`config.mk`:
```
export PLATFORM = sky130hd
export DESIGN_NAME = gpio_bank_masked
export DESIGN_NICKNAME = d
export VERILOG_FILES = /design/src/rtl/gpio_bank_pkg.sv /design/src/rtl/gpio_bank_ctrl.sv /design/src/rtl/gpio_bank_datapath.sv /design/src/rtl/gpio_bank_masked.sv
export SDC_FILE = /design/constraint.sdc
export NUM_CORES = 1
export LEC_CHECK = 0
export ABC_AREA = 1
export BUFFER_PORTS_ARGS = -buffer_cell sky130_fd_sc_hd__buf_2
export CELL_PAD_IN_SITES_DETAIL_PLACEMENT = 0
export CELL_PAD_IN_SITES_GLOBAL_PLACEMENT = 2
export CORE_MARGIN = 3
export CORE_UTILIZATION = 35
export CTS_CLUSTER_DIAMETER = 200
export DETAILED_ROUTE_END_ITERATION = 16
export PLACE_DENSITY_LB_ADDON = 0.1
export SYNTH_ARGS = -nofsm -noshare
export SYNTH_HDL_FRONTEND = slang
export SYNTH_SLANG_ARGS = --single-unit
export TNS_END_PERCENT = 10
```
`constraint.sdc`:
```
create_clock -name clk -period 2.25 [get_ports clk]
set_input_delay 0.45 -clock clk [delete_from_list [all_inputs] [get_ports clk]]
set_output_delay 0.45 -clock clk [all_outputs]
set_load 0.1 [all_outputs]
```
`src/rtl/gpio_bank_pkg.sv`:
```
package gpio_bank_pkg;

  // Byte offsets of the bank registers
  localparam logic [11:0] ADDR_MASK_LO = 12'h000;
  localparam logic [11:0] ADDR_MASK_HI = 12'h004;
  localparam logic [11:0] ADDR_DATA    = 12'h040;
  localparam logic [11:0] ADDR_PAD     = 12'h060;
  localparam logic [11:0] ADDR_DIR     = 12'h204;
  localparam logic [11:0] ADDR_OEN     = 12'h208;

  typedef enum logic [2:0] {
    RD_NONE,
    RD_LOW,
    RD_HIGH,
    RD_DATA,
    RD_PAD,
    RD_DIR,
    RD_OEN
  } rdSel_e;

  // Strobes from the control decoder to the datapath
  typedef struct packed {
    logic   wrLow;
    logic   wrHigh;
    logic   wrData;
    logic   wrDir;
    logic   wrOen;
    rdSel_e rdSel;
  } regStrobe_t;

endpackage

```
`src/rtl/gpio_bank_ctrl.sv`:
```
module gpio_bank_ctrl
  import gpio_bank_pkg::*;
#(
  parameter int AW = 10
) (
  input  logic          regValid,
  input  logic          regWrite,
  input  logic [AW-1:0] regAddr,
  output regStrobe_t    stb
);

  localparam logic [AW-1:0] A_LO   = AW'(ADDR_MASK_LO);
  localparam logic [AW-1:0] A_HI   = AW'(ADDR_MASK_HI);
  localparam logic [AW-1:0] A_DATA = AW'(ADDR_DATA);
  localparam logic [AW-1:0] A_PAD  = AW'(ADDR_PAD);
  localparam logic [AW-1:0] A_DIR  = AW'(ADDR_DIR);
  localparam logic [AW-1:0] A_OEN  = AW'(ADDR_OEN);

  logic isWr;
  logic isRd;

  assign isWr = regValid && regWrite;
  assign isRd = regValid && !regWrite;

  // Write decode: the pad register is read-only, so no write strobe for it
  always_comb begin
    stb.wrLow  = isWr && (regAddr == A_LO);
    stb.wrHigh = isWr && (regAddr == A_HI);
    stb.wrData = isWr && (regAddr == A_DATA);
    stb.wrDir  = isWr && (regAddr == A_DIR);
    stb.wrOen  = isWr && (regAddr == A_OEN);
  end

  // Read decode: unmapped addresses select nothing and read as zero
  always_comb begin
    stb.rdSel = RD_NONE;
    if (isRd) begin
      unique case (regAddr)
        A_LO:    stb.rdSel = RD_LOW;
        A_HI:    stb.rdSel = RD_HIGH;
        A_DATA:  stb.rdSel = RD_DATA;
        A_PAD:   stb.rdSel = RD_PAD;
        A_DIR:   stb.rdSel = RD_DIR;
        A_OEN:   stb.rdSel = RD_OEN;
        default: stb.rdSel = RD_NONE;
      endcase
    end
  end

  // at most one write strobe fires per request
  always_comb begin
    assert ($onehot0({stb.wrLow, stb.wrHigh, stb.wrData, stb.wrDir, stb.wrOen}))
      else $error("p_single_strobe_r10");
  end

endmodule

```
`src/rtl/gpio_bank_datapath.sv`:
```
module gpio_bank_datapath
  import gpio_bank_pkg::*;
#(
  parameter int DW          = 32,
  parameter int SYNC_STAGES = 2
) (
  input  logic          clk,
  input  logic          rst_n,
  input  regStrobe_t    stb,
  input  logic [DW-1:0] regWdata,
  output logic [DW-1:0] regRdata,
  input  logic [DW-1:0] padIn,
  output logic [DW-1:0] padOut,
  output logic [DW-1:0] padOe
);

  localparam int HALF  = DW / 2;
  localparam int LANES = 2;

  logic [DW-1:0] outLatch;
  logic [DW-1:0] dirReg;
  logic [DW-1:0] oenReg;
  logic [DW-1:0] nextLatch;
  logic [DW-1:0] syncStage [SYNC_STAGES];
  logic [DW-1:0] padSync;
  logic [DW-1:0] rdNext;

  logic [HALF-1:0] laneNew [LANES];
  logic [HALF-1:0] keepMask;
  logic [HALF-1:0] newBits;

  assign keepMask = regWdata[DW-1:HALF];
  assign newBits  = regWdata[HALF-1:0];

  // One masked-merge lane per half of the latch
  for (genvar h = 0; h < LANES; h++) begin : g_lane
    logic [HALF-1:0] laneCur;
    logic            laneWr;
    assign laneCur    = outLatch[h*HALF +: HALF];
    assign laneWr     = (h == 0) ? stb.wrLow : stb.wrHigh;
    assign laneNew[h] = laneWr ? ((laneCur & keepMask) | (newBits & ~keepMask))
                               : laneCur;
  end

  assign nextLatch = stb.wrData ? regWdata : {laneNew[1], laneNew[0]};

  always_ff @(posedge clk or negedge rst_n) begin
    if (!rst_n) begin
      outLatch <= '0;
      dirReg   <= '0;
      oenReg   <= '0;
    end else begin
      outLatch <= nextLatch;
      if (stb.wrDir) dirReg <= regWdata;
      if (stb.wrOen) oenReg <= regWdata;
    end
  end

  // Pad synchronizer chain
  always_ff @(posedge clk or negedge rst_n) begin
    if (!rst_n) begin
      for (int k = 0; k < SYNC_STAGES; k++) syncStage[k] <= '0;
    end else begin
      syncStage[0] <= padIn;
      for (int k = 1; k < SYNC_STAGES; k++) syncStage[k] <= syncStage[k-1];
    end
  end

  assign padSync = syncStage[SYNC_STAGES-1];

  // Registered read mux
  always_comb begin
    unique case (stb.rdSel)
      RD_LOW:  rdNext = {{(DW-HALF){1'b0}}, outLatch[HALF-1:0]};
      RD_HIGH: rdNext = {{(DW-HALF){1'b0}}, outLatch[DW-1:HALF]};
      RD_DATA: rdNext = outLatch;
      RD_PAD:  rdNext = padSync;
      RD_DIR:  rdNext = dirReg;
      RD_OEN:  rdNext = oenReg;
      default: rdNext = '0;
    endcase
  end

  always_ff @(posedge clk or negedge rst_n) begin
    if (!rst_n) regRdata <= '0;
    else        regRdata <= rdNext;
  end

  assign padOut = outLatch;
  assign padOe  = dirReg & oenReg;

  p_low_keeps_high_r3: assert property (@(posedge clk) disable iff (!rst_n)
    stb.wrLow |=> outLatch[DW-1:HALF] == $past(outLatch[DW-1:HALF]));

  p_low_mask_holds_r3: assert property (@(posedge clk) disable iff (!rst_n)
    stb.wrLow |=> ((outLatch[HALF-1:0] ^ $past(outLatch[HALF-1:0]))
                   & $past(regWdata[DW-1:HALF])) == '0);

  p_high_keeps_low_r4: assert property (@(posedge clk) disable iff (!rst_n)
    stb.wrHigh |=> outLatch[HALF-1:0] == $past(outLatch[HALF-1:0]));

  p_high_mask_holds_r4: assert property (@(posedge clk) disable iff (!rst_n)
    stb.wrHigh |=> ((outLatch[DW-1:HALF] ^ $past(outLatch[DW-1:HALF]))
                    & $past(regWdata[DW-1:HALF])) == '0);

  p_idle_latch_r11: assert property (@(posedge clk) disable iff (!rst_n)
    !(stb.wrLow || stb.wrHigh || stb.wrData) |=> $stable(padOut));

  p_oe_stable_r7: assert property (@(posedge clk) disable iff (!rst_n)
    !(stb.wrDir || stb.wrOen) |=> $stable(padOe));

  p_read_gap_zero_r10: assert property (@(posedge clk) disable iff (!rst_n)
    (stb.rdSel == RD_NONE) |=> regRdata == '0);

endmodule

```
`src/rtl/gpio_bank_masked.sv`:
```
module gpio_bank_masked
  import gpio_bank_pkg::*;
#(
  parameter int AW          = 10,
  parameter int DW          = 32,
  parameter int SYNC_STAGES = 2
) (
  input  logic          clk,
  input  logic          rst_n,
  input  logic          regValid,
  input  logic          regWrite,
  input  logic [AW-1:0] regAddr,
  input  logic [DW-1:0] regWdata,
  output logic [DW-1:0] regRdata,
  input  logic [DW-1:0] padIn,
  output logic [DW-1:0] padOut,
  output logic [DW-1:0] padOe
);

  regStrobe_t stb;

  gpio_bank_ctrl #(.AW(AW)) u_ctrl (
    .regValid (regValid),
    .regWrite (regWrite),
    .regAddr  (regAddr),
    .stb      (stb)
  );

  gpio_bank_datapath #(.DW(DW), .SYNC_STAGES(SYNC_STAGES)) u_dp (
    .clk      (clk),
    .rst_n    (rst_n),
    .stb      (stb),
    .regWdata (regWdata),
    .regRdata (regRdata),
    .padIn    (padIn),
    .padOut   (padOut),
    .padOe    (padOe)
  );

endmodule

```
; Word level (Yosys, flattened, before mapping)
; Index checks and enable logic that the tools add are counted.
[word_totals]
reg_bits = 192
latch_bits = 0
ramBits = 0
mem_bits_ro = 0
in_bits = 78
n_memories = 0
[op_classes]
add_sub_neg = 0
n_mul = 0
div_mod_pow = 0
order_cmp = 0
eq_ne = 11
shift = 0
mux = 6
bitwise = 7
n_reduce_logical = 11
[op_table]
columns = operator, count
row1 = $pmux 32 s6, 1
row2 = $and 16x16->16, 3
row3 = $and 32x32->32, 1
row4 = $mux 16, 2
row5 = $mux 32, 1
row6 = $or 16x16->16, 2
row7 = $eq 10x10->1 const B, 2
row8 = $eq 10x7->1 const B, 2
row9 = $pmux 3 s6, 1
row10 = $not 16->16, 1
row11 = $eq 10x3->1 const B, 1
row12 = $logic_not 10->1, 1
row13 = $eq 3x3->1 const B, 3
row14 = $logic_and 1x1->1, 7
row15 = $eq 3x2->1 const B, 2
row16 = $reduce_bool 2->1, 2
row17 = $eq 3x1->1 const B, 1
row18 = $mux 3, 1
row19 = $logic_not 1->1, 1

; Depth between registers and ports, before layout
; Gate-level depths: netlist of the first run.
[logic_depth]
depth_word = 5
depth_mapped = 14

; By module
; From an unflattened synthesis of the first run, not the netlist that was laid out.
[unflattened]
cells_unflattened = 915
area_unflattened_um2 = 8466.9
[by_module_without_submodules]
columns = module, instances, cells_per_inst, area_per_inst_um2, seq_area_each_um2
row1 = gpio_bank_datapath, 1, 858, 8207.9, 4804.6
row2 = gpio_bank_ctrl, 1, 57, 259.0, 0.0

; Least setup slack after synthesis of the first run
; OpenSTA, ideal clock, no wires.
[synth_path]
kind = input to register
from = input port regAddr[5]
to = register u_dp.regRdata[11]
setup_time_ps = 120
arrival_time_ps = 1624
required_time_ps = 2130
setup_slack_ps = 506
stages = 11
path_cell_list = nor2_2 nand2_1 nor2_2 o21ai_2 a21oi_4 inv_2 buf_4 nand3_1 nand2_1 nor2_1 nand2_1
[synth_via]
elab_chain_len = 5
elab_cells_between_ends = 15
classes_between = 11 x eq/ne / 3 x mux / 1 x reduce/logical
[synth_lines]
columns = item, line_no
row1 = start: declaration, gpio_bank_masked.sv:12  ; input logic [AW-1:0] regAddr,
row2 = "$eq 10x10->1, or another cell as far along", gpio_bank_ctrl.sv:38  ; unique case (regAddr)
row3 = $pmux 3 s6 *, gpio_bank_ctrl.sv:38
row4 = $mux 3 *, gpio_bank_ctrl.sv:37  ; if (isRd) begin
row5 = "$eq 3x3->1, or another cell as far along", gpio_bank_datapath.sv:73  ; unique case (stb.rdSel)
row6 = $pmux 32 s6 *, gpio_bank_datapath.sv:73
row7 = via u_dp.rdNext[11], gpio_bank_datapath.sv:26  ; logic [DW-1:0] rdNext;
row8 = end signal: assignment, gpio_bank_datapath.sv:86  ; else regRdata <= rdNext;
row9 = end: declaration, gpio_bank_datapath.sv:11  ; output logic [DW-1:0] regRdata,
; Mark *: on every way through the listed nets, which the timed path passes. The rest lies on a longest branch.
; A chain may end at the register's enable or synchronous reset.

==> results.py, run 1 <==
metrics = {
    "run_status": {
        "status": "finished, final reports clean",
    },
    "setup_path": {
        "endpoint_kind": "output port",
        "cp_top_family": "flip-flops",
        "path_cells": "buf_2",
        "cp.arrival_ns": 1.45,
        "worstSetupPathType": "reg -> out",
        "ff2ff_setup_slack_ns": 1.36,
        "crit_fanout": 4,
        "cp-start-kind": "flop",
        "crit_buf_inv": 1,
        "slowest_stage": "dfrtp_1",
        "r2r_cells": 4,
        "r2r_end": "u_dp.regRdata[6]",
        "cp_data_required_time_ns": 1.80,
        "cp_slowest_stage_delay_ns": 0.52,
    },
    "drt": {
        "wl_per_cell_um": 18.4,
        "drt-total-wl_um": 24800,
        "vias": 6573,
        "routed_via_density": 4.89,
        "drc": 0,
        "drt_iter0_drc": 447,
        "drt-pass1-iter-count": 5,
        "ant_nets": 0,
    },
    "place": {
        "finalWeightedCongestion": 0.787,
        "numPortBuffers": 173,
        "place_hpwl_um": 17000,
        "place_ws_ns": 0.117,
    },
    "global_routing": {
        "grt_pass1_wl_um": 38400,
        "grt_max_degree": 65,
        "globalRouteTotalUtil_pct": 20.6,
        "antenna_found_initial": 0,
        "grt_overflow": 0,
        "grt_pass1_vias": 6589,
    },
    "timing": {
        "worst_pin_slew_ns": 0.660,
        "maxSlewViolCount": 0,
        "rsz0062_at_grt": "no",
        "layout_setup_ws_ns": 0.347,
        "hold_viol_final": 0,
        "maxSlewHeadroom_pct": 56.0,
        "finalSetupViolations": 0,
        "fin_skew_ns": 0.00894,
        "fin_crit_ns": 1.90,
        "finalSetupTns_ns": 0,
        "fin_crit_sh_pct": 84.6,
        "fmax_mhz": 526,
    },
    "layout": {
        "final_cell_mix": "dfrtp_1, nand2_1, buf_2",
        "num_antenna_cells": 0,
        "fin_nets": 1129,
        "drive_gt1_share_pct": 24.2,
        "syn2layout_area_growth_pct": 24.4,
        "final_common_cell": "dfrtp_1",
    },
    "clock_network": {
        "clk_latency_ns": 0.44,
        "clkSinkCount": 192,
        "post_cts_resized": 0,
        "cts_tree": "built",
        "cts.hold.buffers_added": 1,
        "numCtsBuffers": 17,
        "cts_setup_buffers": 0,
        "cts_max_level": 4,
        "clk_pin_slew_worst_paths_ns": 0.08,
        "cts-root-buf": "clkbuf_16",
        "cts.path.max_buffers": 2,
    },
    "die": {
        "core_um2": 22100,
        "dieHeight_um": 157,
        "start_util_pct": 36.0,
        "io-pin-count": 174,
        "num_rows": 54,
        "dieArea_um2": 24600,
        "die_width_um": 157,
    },
    "logic_synthesis": {
        "synth_seq_cells": 192,
        "synth_cells": 877,
        "syn_nets": 955,
        "ys_types": 21,
        "syn_area_um2": 7950,
        "yosysSeqAreaShare_pct": 60.4,
        "syn_area_per_cell_um2": 9.07,
        "yosys_warnings": 0,
    },
    "hold_path": {
        "worst_hold_path_type": "in -> reg",
        "hp-start": "padIn[1]",
        "min_to": "u_dp.syncStage[33]",
        "whs_path_depth": 1,
    },
    "pwr": {
        "p_leak_nw": 5.40,
        "power.density_nw_per_um2": 711,
        "ir_drop_uv": 380,
    },
    "job": {
        "maxCapViolCount": 0,
    },
}
## worst max-delay path by stage
stage,start,cells after the start,slack (ns),endpoint
after detailed placement,regAddr[5],12,0.12,u_dp.regRdata[5]
after global routing,u_dp.dirReg[10],3,0.32,padOe[10]
after global placement,regAddr[5],11,0.09,u_dp.regRdata[14]
final,flop,1,0.35,padOut[17]
after floorplan,regAddr[5],11,0.51,u_dp.regRdata[11]
after CTS,flop,1,0.34,padOut[17]
## layout make-up
| class | count | area, um^2 |
|---|---|---|
| sequential | 192 | 4800 |
| tap | 280 | 350 |
| timing repair buffer | 202 | 1210 |
| multi-input combinational | 556 | 2620 |
| clock inverter | 14 | 170 |
| fill | 2245 | 12200 |
| clock buffer | 18 | 439 |
| inverter | 82 | 308 |
## cell families after synthesis
logic type / Yosys count / synth area share, %
flip-flops: 192 / 60.4
buffers and inverters: 129 / 6.81
AO/OA/AOI/OAI: 114 / 7.36
AND/OR/NAND/NOR: 442 / 25.4
## synth_stat cells
| library cell | count | area share, % |
|---|---|---|
| nand3_1 | 64 | 4.0 |
| nand4_1 | 80 | 6.3 |
| dfrtp_1 | 192 | 60 |
| buf_4 | 2 | 0.19 |
| nor2_2 | 3 | 0.24 |
| a21oi_1 | 48 | 3.0 |
| o21ai_0 | 64 | 4.0 |
| nand2_2 | 3 | 0.24 |
| nand2_1 | 176 | 8.3 |
| nor2_1 | 105 | 5.0 |
| nand2_4 | 1 | 0.14 |
| nor3_1 | 1 | 0.063 |
| buf_6 | 4 | 0.57 |
| a21oi_4 | 1 | 0.20 |
| nor2_4 | 2 | 0.28 |
| o21ai_2 | 1 | 0.11 |
| clkbuf_1 | 25 | 1.2 |
| inv_1 | 78 | 3.7 |
| inv_2 | 4 | 0.19 |
| buf_2 | 16 | 1.0 |
| nand3_2 | 7 | 0.88 |
## layer usage
layer / routed length [um] / global-route usage, % / up-vias
met1: 11700 / 29.5 / 3148
met3: 1080 / 3.60 / 24
met5: 0 / 0 / -
met2: 11600 / 32.3 / 173
met4: 376 / 5.59 / 0
li1: - / - / 3228
## where the power goes
group          internal [mW]  total, mW  switching, mW
clock                   1.63       3.13           1.50
combinational         0.0946      0.340          0.246
sequential              3.52       3.56         0.0387
total                   5.25       7.03           1.78
## through the flow
stage / utilization (%) / hold slack, ns / std cells / cell area, um^2 / power, mW
2_1_floorplan: - / 0.154 / 877 / 7950 / 3.76
3_3_place_gp: 42.0 / 0.334 / 1311 / 9280 / 3.98
3_5_place_dp: 42.0 / 0.335 / 1311 / 9280 / 3.98
4_1_cts: 44.8 / 0.0904 / 1344 / 9900 / 7.14
5_1_grt: 44.8 / 0.0887 / 1344 / 9900 / 7.30
6_report: 44.8 / 0.110 / 1344 / 9900 / 7.03
No activity file was read; power rests on OpenSTA's default activity.
==> inputs of run 2 (changes only) <==
--- a/config.mk
+++ b/config.mk
@@ -10,7 +10,7 @@
 export CELL_PAD_IN_SITES_DETAIL_PLACEMENT = 0
 export CELL_PAD_IN_SITES_GLOBAL_PLACEMENT = 2
 export CORE_MARGIN = 3
-export CORE_UTILIZATION = 35
+export CORE_UTILIZATION = 32
 export CTS_CLUSTER_DIAMETER = 200
 export DETAILED_ROUTE_END_ITERATION = 16
 export PLACE_DENSITY_LB_ADDON = 0.1
==> constraint.sdc (replaced) <==
create_clock -name clk -period 1.9 [get_ports clk]
set_input_delay 0.38 -clock clk [delete_from_list [all_inputs] [get_ports clk]]
set_output_delay 0.38 -clock clk [all_outputs]
set_load 0.1 [all_outputs]
==> results.py, run 2 (synthesized netlist as in run 1, its figures left out) <==
metrics = {
    "run_status": {
        "status": "finished, final reports clean",
    },
    "die": {
        "dieHeight_um": 164,
        "num_rows": 57,
        "die_width_um": 164,
        "dieArea_um2": 26800,
        "core_um2": 24400,
        "io-pin-count": 174,
        "start_util_pct": 32.6,
    },
    "setup_path": {
        "cp_slowest_stage_delay_ns": 0.42,
        "worstSetupPathType": "reg -> out",
        "slowest_stage": "buf_2",
        "path_cells": "nand2_1 > inv_1 > buf_2",
        "endpoint_kind": "output port",
        "cp_data_required_time_ns": 1.52,
        "r2r_cells": 5,
        "crit_fanout": 3,
        "cp.arrival_ns": 1.44,
        "cp-start-kind": "flop",
    },
    "clock_network": {
        "numCtsBuffers": 17,
        "cts.path.max_buffers": 2,
        "clk_pin_slew_worst_paths_ns": 0.08,
        "cts_setup_buffers": 0,
        "cts_max_level": 4,
        "clkSinkCount": 192,
        "cts-root-buf": "clkbuf_16",
        "clk_latency_ns": 0.45,
        "cts_tree": "built",
    },
    "timing": {
        "maxSlewViolCount": 0,
        "fin_crit_ns": 1.82,
        "maxSlewHeadroom_pct": 66.9,
        "fin_skew_ns": 0.0228,
        "hold_ws_ns": 0.0166,
        "rsz0062_at_grt": "no",
        "fin_crit_sh_pct": 95.7,
        "worst_pin_slew_ns": 0.496,
        "finalSetupViolations": 0,
        "hold_viol_final": 0,
        "fmax_mhz": 550,
    },
    "place": {
        "numPortBuffers": 173,
        "finalWeightedCongestion": 0.762,
        "place_hpwl_um": 18300,
        "dp_cells": 1378,
    },
    "drt": {
        "drc": 0,
        "routed_via_density": 4.70,
        "ant_nets": 0,
        "drt_iter0_drc": 485,
        "drt-pass1-iter-count": 4,
        "vias": 6628,
        "wl_per_cell_um": 18.5,
        "drt-total-wl_um": 26000,
    },
    "pwr": {
        "p_int_mw": 6.09,
        "power.share.combinational_pct": 5.0,
        "p_clk_share_pct": 44.3,
        "seqPwrFrac_pct": 50.7,
        "ir_drop_uv": 404,
        "power.switching_mw": 2.23,
        "switching_share_pct": 26.8,
        "p_leak_nw": 5.55,
        "power.density_nw_per_um2": 811,
    },
    "job": {
        "maxCapViolCount": 0,
    },
    "layout": {
        "final_common_cell": "dfrtp_1",
        "syn2layout_area_growth_pct": 29.0,
        "fin_nets": 1152,
        "final_cell_mix": "dfrtp_1, nand2_1, buf_2",
        "num_antenna_cells": 0,
        "stdcell_count": 1411,
        "drive_gt1_share_pct": 25.8,
    },
    "hold_path": {
        "worst_hold_path_type": "in -> reg",
        "whs_path_depth": 1,
    },
    "global_routing": {
        "globalRouteTotalUtil_pct": 20.0,
        "grt_max_degree": 63,
        "grt_overflow": 0,
        "antenna_found_initial": 0,
        "grt_pass1_vias": 6610,
        "grt_pass1_wl_um": 39900,
    },
}
[run 2: changes by cell type in the layout (fill, tap and decap cells not counted), moves of 2 or more]
cell	change
buf_4	+13
buf_12	+10
clkinv_8	+4
inv_8	-4
buf_2	-2
clkbuf_4	+2
[run 2: area by class of cell]
type,count,area [um^2]
Clock buffer,17,425
Clock inverter,15,189
Fill cell,2490,14100
Inverter,82,308
Multi-Input combinational cell,556,2620
Sequential cell,192,4800
Tap cell,324,405
Timing Repair Buffer,225,1510
[run 2: critical path: cells and delay by family (launching register included)]
family,cells,cell delay [ns]
and+or+nand+nor,1,0.08
buffers and inverters,2,0.50
DFF,1,0.41
[run 2: stage by stage]
stage               area [um^2]  setup TNS, ns  worst slack [ns]  power, mW  utilization, %
floorplan                  7950              0             0.226       4.45               -
global placement           9630         -0.344           -0.0487       4.73            39.5
detailed placement         9630         -0.865           -0.0754       4.73            39.5
CTS                       10300              0            0.0349       8.42            42.0
global route              10300              0            0.0262       8.66            42.1
finish                    10300              0            0.0819       8.32            42.1
[run 2: power groups by stage]
| stage | registers, mW | clock network, mW | logic (mW) |
|---|---|---|---|
| final | 4.22 | 3.68 | 0.417 |
| after global routing | 4.23 | 3.97 | 0.464 |
| after CTS | 4.22 | 3.77 | 0.428 |
| after detailed placement | 4.30 | 0 | 0.424 |
| after global placement | 4.30 | 0 | 0.426 |
| after floorplan | 4.37 | 0 | 0.0858 |
[run 2: final timing paths]
path,startpoint,slack (ns),to
worst max-delay path,u_dp.oenReg[25],0.08,padOe[25]
worst min-delay path,padIn[15],0.02,u_dp.syncStage[47]
worst max register to register,flop,0.90,u_dp.regRdata[2]
worst min register to register,u_dp.syncStage[58],0.35,u_dp.padSync[26]
max in group asynchronous,rst_n,0.77,u_dp.syncStage[39]
min in group asynchronous,rst_n,0.48,u_dp.regRdata[2]
[run 2: timing repair]
action	in CTS	in global routing
hold endpoints to repair	47	0
resized for setup	0	2
hold buffers	1	0
endpoints found under the setup margin	0	2
[run 2: per-layer routing]
layer / vias to the layer above / wire (um) / GRT usage, %
met5: - / 0 / 0
met4: 0 / 253 / 4.46
met3: 16 / 1110 / 3.70
met2: 166 / 12000 / 31.2
met1: 3168 / 12700 / 29.0
li1: 3278 / - / -
==> inputs of run 3 (changes only) <==
==> constraint.sdc (replaced) <==
create_clock -name clk -period 1.8 [get_ports clk]
set_input_delay 0.36 -clock clk [delete_from_list [all_inputs] [get_ports clk]]
set_output_delay 0.36 -clock clk [all_outputs]
set_load 0.1 [all_outputs]
==> results.py, run 3 (synthesized netlist as in run 1, its figures left out) <==
metrics = {
    "global_routing": {
        "grt_pass1_vias": 6835,
        "grt_max_degree": 59,
        "antenna_found_initial": 0,
        "grt_pass1_wl_um": 40400,
        "globalRouteTotalUtil_pct": 20.1,
        "grt_overflow": 0,
    },
    "die": {
        "start_util_pct": 32.6,
        "core_um2": 24400,
        "io-pin-count": 174,
        "dieArea_um2": 26800,
        "die_width_um": 164,
        "dieHeight_um": 164,
        "num_rows": 57,
    },
    "clock_network": {
        "cts.path.max_buffers": 2,
        "clk_pin_slew_worst_paths_ns": 0.08,
        "cts-root-buf": "clkbuf_16",
        "clkSinkCount": 192,
        "cts_tree": "built",
        "numCtsBuffers": 17,
        "cts_max_level": 4,
        "clk_latency_ns": 0.44,
    },
    "place": {
        "place_hpwl_um": 18600,
        "place_area_um2": 9620,
        "numPortBuffers": 173,
        "finalWeightedCongestion": 0.761,
    },
    "setup_path": {
        "cp.arrival_ns": 1.39,
        "path_cells": "buf_2",
        "worstSetupPathType": "reg -> out",
        "cp-start-kind": "flop",
        "slowest_stage": "dfrtp_1",
        "cp_slowest_stage_delay_ns": 0.48,
        "cp_top_family": "flip-flops",
        "crit_fanout": 4,
        "endpoint_kind": "output port",
        "crit_buf_inv": 1,
        "cp_data_required_time_ns": 1.44,
    },
    "layout": {
        "final_common_cell": "dfrtp_1",
        "num_antenna_cells": 0,
        "syn2layout_area_growth_pct": 29.2,
        "final_cell_mix": "dfrtp_1, nand2_1, buf_2",
        "drive_gt1_share_pct": 26.1,
        "fin_nets": 1157,
        "fillers": 2541,
        "finalInstanceArea_um2": 10300,
    },
    "timing": {
        "maxSlewHeadroom_pct": 66.8,
        "fin_crit_sh_pct": 97.4,
        "maxSlewViolCount": 0,
        "fmax_mhz": 570,
        "hold_ws_ns": 0.0207,
        "worst_pin_slew_ns": 0.502,
        "rsz0062_at_grt": "no",
        "fin_crit_ns": 1.75,
        "hold_viol_final": 0,
        "finalSetupViolations": 0,
        "fin_skew_ns": 0.00878,
    },
    "hold_path": {
        "worst_hold_path_type": "in -> reg",
    },
    "drt": {
        "ant_nets": 0,
        "drt_iter0_drc": 484,
        "drt-total-wl_um": 26100,
        "drt-pass1-iter-count": 5,
        "wl_per_cell_um": 18.4,
        "routed_via_density": 4.78,
        "vias": 6769,
        "drc": 0,
    },
    "pwr": {
        "totalPowerFinal_mw": 8.84,
        "power.density_nw_per_um2": 860,
        "p_leak_nw": 5.56,
        "ir_drop_uv": 676,
    },
    "run_status": {
        "status": "finished, final reports clean",
    },
    "job": {
        "maxCapViolCount": 0,
    },
}
## run 3: changes by cell type in the layout (fill, tap and decap cells not counted), sizes merged
cell | previous run | this run
clkbuf | 20 | 31
buf | 221 | 215
clkinv | 7 | 5
bufinv | 0 | 1
inv | 88 | 89
## run 3: path summary, 6_finish.rpt
check / from / to / slack, ns / cells after the start
min: padIn[15] / u_dp.syncStage[47] / 0.02 / 1
max: flop / padOut[22] / 0.05 / 1
min in group asynchronous: rst_n / u_dp.regRdata[3] / 0.41 / 2
min reg2reg: u_dp.syncStage[63] / u_dp.padSync[31] / 0.35 / 0
max in group asynchronous: rst_n / u_dp.oenReg[21] / 0.76 / 3
max reg2reg: flop / u_dp.regRdata[2] / 0.81 / 5
## run 3: area by class of cell
cell class              instances  area (um^2)  area share (%)
clock inverters                15          190            1.85
repair buffers                230         1530            14.9
flip-flops and latches        192         4800            46.7
well taps                     324          405            3.94
clock buffers                  17          425            4.14
multi-input cells             556         2620            25.5
inverters                      82          308            2.99
## run 3: metal layers
| layer | global-route usage [%] | vias up | routed length [um] |
|---|---|---|---|
| met5 | 0 | - | 0 |
| met4 | 4.46 | 0 | 267 |
| met3 | 3.32 | 16 | 1400 |
| met2 | 31.9 | 229 | 12100 |
| met1 | 29.0 | 3230 | 12300 |
| li1 | - | 3294 | - |
## run 3: report_power, final
part           internal [mW]  leakage, nW  switching, mW  total [mW]
registers               4.40         2.53         0.0505        4.46
clock network           2.02        0.295           1.93        3.95
logic                  0.126         2.73          0.314       0.440
## run 3: per-stage QoR
| stage | cells | setup slack [ns] | util [%] | setup TNS (ns) |
|---|---|---|---|---|
| after floorplan | 877 | 0.146 | - | 0 |
| after global placement | 1383 | -0.172 | 39.4 | -5.08 |
| after detailed placement | 1383 | -0.187 | 39.4 | -5.91 |
| after CTS | 1416 | 0.00391 | 42.0 | 0 |
| after global routing | 1416 | 0.000584 | 42.1 | 0 |
| final | 1416 | 0.0470 | 42.1 | 0 |
## run 3: timing repair
item,CTS,global route
setup endpoints to repair,1,13
hold buffers,1,0
gates cloned,0,0
setup buffers,0,0
endpoints found under the hold margin,29,0
gates resized for setup,1,13
